==> src/rtl/irq_ctrl_pkg.sv <==
// Package: shared helpers for the interrupt controller.
// Assumes slot 0 of the vector table belongs to reset and each source
// occupies two address units.
package irq_ctrl_pkg;

    localparam int unsigned SLOT_UNITS = 2;

    // Offset of a source's slot from the table base (reset owns offset 0).
    function automatic int unsigned slot_offset(input int unsigned idx);
        return (idx + 1) * SLOT_UNITS;
    endfunction

endpackage

==> src/rtl/irq_src_bank.sv <==
// Module: irq_src_bank
// Holds the per-source enable register and, for latched sources, the
// pending flags. Produces the pending-and-enabled vector for arbitration.
// Assumes take_clr is one-hot or zero and only marks a source being served.
module irq_src_bank #(
    parameter int unsigned N_SRC      = 8,
    parameter logic [N_SRC-1:0] LEVEL_MASK = '0
) (
    input  logic             clk,
    input  logic             rst_n,
    input  logic [N_SRC-1:0] src_req,
    input  logic             en_we,
    input  logic [N_SRC-1:0] en_wdata,
    input  logic [N_SRC-1:0] flag_clr,
    input  logic [N_SRC-1:0] take_clr,
    output logic [N_SRC-1:0] en_q,
    output logic [N_SRC-1:0] flag_q,
    output logic [N_SRC-1:0] pend
);

    // Enable register: reset to all off, loaded on a write strobe.
    always_ff @(posedge clk) begin
        if (!rst_n)
            en_q <= '0;
        else if (en_we)
            en_q <= en_wdata;
    end

    for (genvar i = 0; i < N_SRC; i++) begin : g_src
        if (LEVEL_MASK[i]) begin : g_level
            // Level source: no storage, request only while the line is high.
            assign flag_q[i] = 1'b0;
            assign pend[i]   = src_req[i] & en_q[i];

            // a level source is only served while its line is asserted
            assert_level_live_R6: assert property (@(posedge clk) disable iff (!rst_n)
                take_clr[i] |-> (src_req[i] && en_q[i]));
            // software clear has nothing to act on for a level source
            assert_level_noflag_R6: assert property (@(posedge clk) disable iff (!rst_n)
                flag_clr[i] |=> !flag_q[i]);
        end else begin : g_latch
            logic flag_r;

            // Latched flag: event sets, service or write-one clears, event wins.
            always_ff @(posedge clk) begin
                if (!rst_n)
                    flag_r <= 1'b0;
                else if (src_req[i])
                    flag_r <= 1'b1;
                else if (flag_clr[i] || take_clr[i])
                    flag_r <= 1'b0;
            end

            assign flag_q[i] = flag_r;
            assign pend[i]   = flag_r & en_q[i];

            assert_flag_holds_R4: assert property (@(posedge clk) disable iff (!rst_n)
                (flag_q[i] && !flag_clr[i] && !take_clr[i]) |=> flag_q[i]);
            assert_event_wins_R5: assert property (@(posedge clk) disable iff (!rst_n)
                src_req[i] |=> flag_q[i]);
            assert_take_clears_R5: assert property (@(posedge clk) disable iff (!rst_n)
                (take_clr[i] && !src_req[i]) |=> !flag_q[i]);
        end
    end

endmodule

==> src/rtl/irq_prio_pick.sv <==
// Module: irq_prio_pick
// Fixed-priority encoder: returns the lowest set index of the pending
// vector and whether any bit is set. Purely combinational.
module irq_prio_pick #(
    parameter int unsigned N_SRC = 8,
    parameter int unsigned ID_W  = 3
) (
    input  logic [N_SRC-1:0] pend,
    output logic             any,
    output logic [ID_W-1:0]  id
);

    // Scan from the top down so the lowest set index is written last.
    always_comb begin
        any = 1'b0;
        id  = '0;
        for (int i = N_SRC - 1; i >= 0; i--) begin
            if (pend[i]) begin
                any = 1'b1;
                id  = ID_W'(i);
            end
        end
    end

endmodule

==> src/rtl/irq_gate_ctrl.sv <==
// Module: irq_gate_ctrl
// Owns the global enable and the post-return hold that keeps requests
// back until one ordinary instruction has retired. Clears beat sets.
module irq_gate_ctrl (
    input  logic clk,
    input  logic rst_n,
    input  logic gie_set,
    input  logic gie_clr,
    input  logic take,
    input  logic reti,
    input  logic retire,
    output logic gie_q,
    output logic hold_q
);

    // Global enable: cleared on entry or by software, set on return or by software.
    always_ff @(posedge clk) begin
        if (!rst_n)
            gie_q <= 1'b0;
        else if (take || gie_clr)
            gie_q <= 1'b0;
        else if (reti || gie_set)
            gie_q <= 1'b1;
    end

    // Post-return hold: armed by a return, released by a later retire.
    always_ff @(posedge clk) begin
        if (!rst_n)
            hold_q <= 1'b0;
        else if (reti)
            hold_q <= 1'b1;
        else if (retire)
            hold_q <= 1'b0;
    end

    assert_take_clears_gie_R3: assert property (@(posedge clk) disable iff (!rst_n)
        take |=> !gie_q);
    assert_reti_sets_gie_R3: assert property (@(posedge clk) disable iff (!rst_n)
        (reti && !take && !gie_clr) |=> gie_q);
    assert_reti_arms_hold_R7: assert property (@(posedge clk) disable iff (!rst_n)
        reti |=> hold_q);

endmodule

==> src/rtl/prio_irq_ctrl.sv <==
// Module: prio_irq_ctrl (top)
// Fixed-priority vectored interrupt controller. Combines the source bank,
// the priority encoder and the global-enable gate, and forms the vector
// address from the selected table base. Assumes the core raises irq_taken
// only while irq_req is 1.
module prio_irq_ctrl
    import irq_ctrl_pkg::*;
#(
    parameter int unsigned N_SRC      = 8,
    parameter logic [N_SRC-1:0] LEVEL_MASK = 8'hF0,
    parameter int unsigned ADDR_W     = 12,
    parameter int unsigned BOOT_BASE  = 'hC00,
    localparam int unsigned ID_W      = (N_SRC > 1) ? $clog2(N_SRC) : 1
) (
    input  logic              clk,
    input  logic              rst_n,
    input  logic [N_SRC-1:0]  src_req,
    input  logic              en_we,
    input  logic [N_SRC-1:0]  en_wdata,
    input  logic [N_SRC-1:0]  flag_clr,
    input  logic              gie_set,
    input  logic              gie_clr,
    input  logic              vec_sel,
    input  logic              irq_taken,
    input  logic              reti,
    input  logic              retire,
    output logic              irq_req,
    output logic [ID_W-1:0]   irq_id,
    output logic [ADDR_W-1:0] irq_vec,
    output logic              gie,
    output logic [N_SRC-1:0]  en_q,
    output logic [N_SRC-1:0]  flags
);

    logic [N_SRC-1:0]  pend;
    logic [N_SRC-1:0]  take_clr;
    logic              any_pend;
    logic [ID_W-1:0]   win_id;
    logic              hold_q;
    logic              take;
    logic [ADDR_W-1:0] base;

    irq_src_bank #(.N_SRC(N_SRC), .LEVEL_MASK(LEVEL_MASK)) u_bank (
        .clk      (clk),
        .rst_n    (rst_n),
        .src_req  (src_req),
        .en_we    (en_we),
        .en_wdata (en_wdata),
        .flag_clr (flag_clr),
        .take_clr (take_clr),
        .en_q     (en_q),
        .flag_q   (flags),
        .pend     (pend)
    );

    irq_prio_pick #(.N_SRC(N_SRC), .ID_W(ID_W)) u_pick (
        .pend (pend),
        .any  (any_pend),
        .id   (win_id)
    );

    irq_gate_ctrl u_gate (
        .clk     (clk),
        .rst_n   (rst_n),
        .gie_set (gie_set),
        .gie_clr (gie_clr),
        .take    (take),
        .reti    (reti),
        .retire  (retire),
        .gie_q   (gie),
        .hold_q  (hold_q)
    );

    // Offer a vector only when enabled globally, not held, and not being masked now.
    always_comb begin
        irq_req = any_pend & gie & ~gie_clr & ~hold_q;
        irq_id  = win_id;
        take    = irq_taken & irq_req;
    end

    // One-hot service strobe for the flag of the accepted source.
    always_comb begin
        take_clr = '0;
        if (take)
            take_clr[win_id] = 1'b1;
    end

    // Vector address: selected base plus the source's slot offset.
    always_comb begin
        base    = vec_sel ? ADDR_W'(BOOT_BASE) : '0;
        irq_vec = base + ADDR_W'(slot_offset(int'(win_id)));
    end

    assert_req_needs_enable_R1: assert property (@(posedge clk) disable iff (!rst_n)
        irq_req |-> (gie && en_q[irq_id]));
    assert_lowest_wins_R2: assert property (@(posedge clk) disable iff (!rst_n)
        irq_req |-> ((pend & ((N_SRC'(1) << irq_id) - N_SRC'(1))) == '0));
    assert_clr_masks_R8: assert property (@(posedge clk) disable iff (!rst_n)
        gie_clr |-> !irq_req);
    assert_no_req_after_reti_R7: assert property (@(posedge clk) disable iff (!rst_n)
        reti |=> !irq_req);
    assert_taken_offered_R3: assert property (@(posedge clk) disable iff (!rst_n)
        irq_taken |-> irq_req);

endmodule

==> config.mk <==
export PLATFORM = sky130hd
export DESIGN_NAME = prio_irq_ctrl
export DESIGN_NICKNAME = d
export VERILOG_FILES = /design/src/rtl/irq_ctrl_pkg.sv /design/src/rtl/irq_src_bank.sv /design/src/rtl/irq_prio_pick.sv /design/src/rtl/irq_gate_ctrl.sv /design/src/rtl/prio_irq_ctrl.sv
export SDC_FILE = /design/constraint.sdc
export NUM_CORES = 1
export LEC_CHECK = 0
export ABC_AREA = 1
export BUFFER_PORTS_ARGS = -buffer_cell sky130_fd_sc_hd__buf_4
export CORE_MARGIN = 1
export CORE_UTILIZATION = 36
export DETAILED_ROUTE_END_ITERATION = 6
export MAX_ROUTING_LAYER = met4
export PLACE_DENSITY = 0.75
export RECOVER_POWER = 50
export SYNTH_ARGS = -nofsm -noshare
export SYNTH_HDL_FRONTEND = slang
export SYNTH_SLANG_ARGS = --single-unit
==> constraint.sdc <==
create_clock -name clk -period 1 [get_ports clk]
set_input_delay 0 -clock clk [delete_from_list [all_inputs] [get_ports clk]]
set_output_delay 0 -clock clk [all_outputs]
set_load 0.02 [all_outputs]
==> results.toml <==
[yosys]
synth_area_um2 = 913
ys_ff_latch = 14
synth_cells = 130
synthDistinctLibCells = 20
avgSynthCellArea_um2 = 7.03
synth_seq_area_share = 0.307
yosys_warnings = 0

[setup_path]
cpMostUsedCell = "nand2_1"
critPathLaunchType = "flip-flop"
crit_path_end_kind = "primary output"
arrival_ns = 1.68
worstPathRequired_ns = 1.00
path_cells = "nand2_4 > nand3_2 > nand2_1 > nand2_1 > nand2_1 > nand2_1 > nand2_2 > nand2_4 > inv_6 > ha_4 > xnor2_4 > buf_6"
reg2reg_slack_ns = -0.52
r2r-end = "u_bank.g_src[2].g_latch.flag_r$_SDFFE_PN0P_"
cp-startpoint = "u_bank.en_q[6]$_SDFFE_PN0P_"
crit_type = "reg2out"
crit_path_end = "irq_vec[3]"
path_max_fanout = 2
r2r_start = "u_bank.en_q[6]$_SDFFE_PN0P_"
r2r_cells = 13
cp_slowest_cell = "dfxtp_4"
max_stage_delay_ns = 0.37

[power]
leakagePower_nw = 0.984
p_clk_frac = 0.178
ir_worst_vdd_v = 0.000981
share_seq_of_total_power = 0.324
netSwitchingPower_w = 0.000726
netSwitchingFraction = 0.370
power.internal_w = 0.00123
p_per_area_nw_per_um2 = 1040
combPwrFrac = 0.498

[sta]
fin_hold_ws_ns = 0.0000113
hold_viol = 0
setup_viol = 13
finalWorstSetupSlack_ns = -0.682
rsz0062_at_grt = "yes"
max_freq_mhz = 595
final.period_utilization = 1.68
maxSlewViolCount = 0
min_period_ns = 1.68
skew_ns = 0.0150

[clocking]
h-tree-depth = 1
clkLatencyLatePin_ns = 0.29
cts.sinks = 14
cts_buffers = 3
cts_tree = "done"
cts_root_buffer = "clkbuf_4"
clk_pin_slew_ns = 0.09
cts_buffer_depth = 2

[detailed_routing]
wl_mm = 3.94
drcViolationCount = 0
drt_iter0_drc = 29
dr.pass1.iters = 4
routedWlPerCell_um = 15.8
ant_nets = 0
via_per_inst = 4.86
num_vias = 1209

[placed_design]
dp_slack_ns = -0.312
routabilityCongestion = 0.857
hpwl_mm = 1.96
numPortBuffers = 48

[floorplan]
die_width_um = 52.4
coreArea_um2 = 2300
die_h_um = 52.4
rows = 17
die_area_um2 = 2740
initial_core_util = 0.398
boundaryPins = 66

[global_routing]
track_usage = 0.275
grt_pass1_vias = 1195
grt_pass1_wl_mm = 5.28
overflow = 0
grt_max_degree = 10
antenna_found_initial = 0

[cells_and_area]
drive_gt1_frac = 0.584
nFillCells = 133
num_antenna_cells = 0
layout_common_cells = "buf_4 (60), nor2_1 (22), dlygate4sd3_1 (19)"
areaGrowthSynthToFinish_pct = 107
final_common_cell = "buf_4"
nets = 256

[worst_hold_path]
hp-class = "in2out"

[run_status]
violations = "setup timing"
status = "complete, but fails checks"

[job]
max_cap_violations = 0
[state kept, by name, indices dropped and copies added (netlist names)]
register and cells:
u_bank.g_src.g_latch.flag_r 4, u_gate.hold_q 1, u_gate.gie_q 1, u_bank.en_q 8
[power groups by stage]
stage                     sequential [W]  combinational [W]  clock (W)
after global routing            0.000638            0.00103   0.000373
after detailed placement        0.000639           0.000711          0
final                           0.000636           0.000976   0.000348
after CTS                       0.000630           0.000874   0.000349
after global placement          0.000638           0.000693          0
after floorplan                 0.000671           0.000405          0
[worst min path at each step]
| stage | start | to | slack [ns] | cells after the start |
|---|---|---|---|---|
| 2_1_floorplan | vec_sel | irq_vec[10] | 0.11 | 1 |
| 3_3_place_gp | vec_sel | irq_vec[10] | 0.0003 | 0 |
| 3_5_place_dp | vec_sel | irq_vec[10] | 0.0003 | 0 |
| 4_1_cts | vec_sel | irq_vec[10] | 0.0003 | 0 |
| 5_1_grt | vec_sel | irq_vec[11] | 0.00007 | 0 |
| 6_report | vec_sel | irq_vec[11] | 0.00001 | 0 |
[logic make-up (layout without fill, tap and decap cells)]
family,count (synthesis),after routing,share of synthesized area
buf+inv,35,117,0.210
fa+ha+maj,1,1,0.0137
compound gates,15,15,0.0890
flops,14,14,0.307
xor+xnor,1,1,0.00959
other cells,1,10,0.00411
simple gates,63,63,0.367
[synth_stat cells]
| library cell | instances | area, um2 |
|---|---|---|
| inv_1 | 19 | 71.3 |
| nand2_1 | 16 | 60.1 |
| a21boi_0 | 1 | 7.51 |
| dfxtp_1 | 14 | 280 |
| nor3_1 | 1 | 5.00 |
| a21oi_1 | 5 | 25.0 |
| xnor2_1 | 1 | 8.76 |
| o311ai_0 | 1 | 8.76 |
| nand3_2 | 2 | 20.0 |
| nand2_4 | 2 | 22.5 |
| nor3b_4 | 1 | 18.8 |
| nand2_2 | 13 | 81.3 |
| nor2_4 | 2 | 22.5 |
| conb_1 | 1 | 3.75 |
| buf_4 | 16 | 120 |
| nor2_2 | 2 | 12.5 |
| ha_1 | 1 | 12.5 |
| nor2_1 | 22 | 82.6 |
| nand3_1 | 2 | 10.0 |
| o21ai_0 | 8 | 40.0 |
[worst max-delay path: cells and delay by family, from the launching register on]
family | cells | cell delay [ns]
simple gates | 8 | 0.53
flops | 1 | 0.37
fa+ha+maj | 1 | 0.17
xor+xnor | 1 | 0.13
buf+inv | 2 | 0.17
[final cells by class]
type	instances	area, um2	share of cell area
tap	28	35.0	0.0185
sequential	14	308	0.163
timing repair buffer	94	810	0.428
clock buffer	4	26.3	0.0139
multi-input combinational	90	633	0.335
inverter	19	78.8	0.0417
[timing repair]
action                                  CTS  global route
endpoints found under the hold margin    14             0
buffers inserted                          4             3
hold buffers                             19             0
gates resized for setup                  23            16
pin swaps                                13             9
endpoints found under the setup margin   13            13
[metrics by stage]
stage	total power [W]	instance area, um2	instances	util	TNS, ns
floorplan	0.00108	1050	139	-	-1.34
global placement	0.00133	1480	219	0.643	-1.66
detailed placement	0.00135	1480	219	0.643	-2.22
CTS	0.00185	1820	246	0.790	-5.20
global route	0.00204	1890	249	0.823	-7.28
finish	0.00196	1890	249	0.823	-6.46
[layer usage]
layer	vias to the layer above	GRT usage	share of wire
met4	0	0.167	0.042
met5	-	-	0
met1	584	0.280	0.38
met2	56	0.504	0.53
li1	551	-	-
met3	18	0.0232	0.046
(Power assumes the default switching activity.)
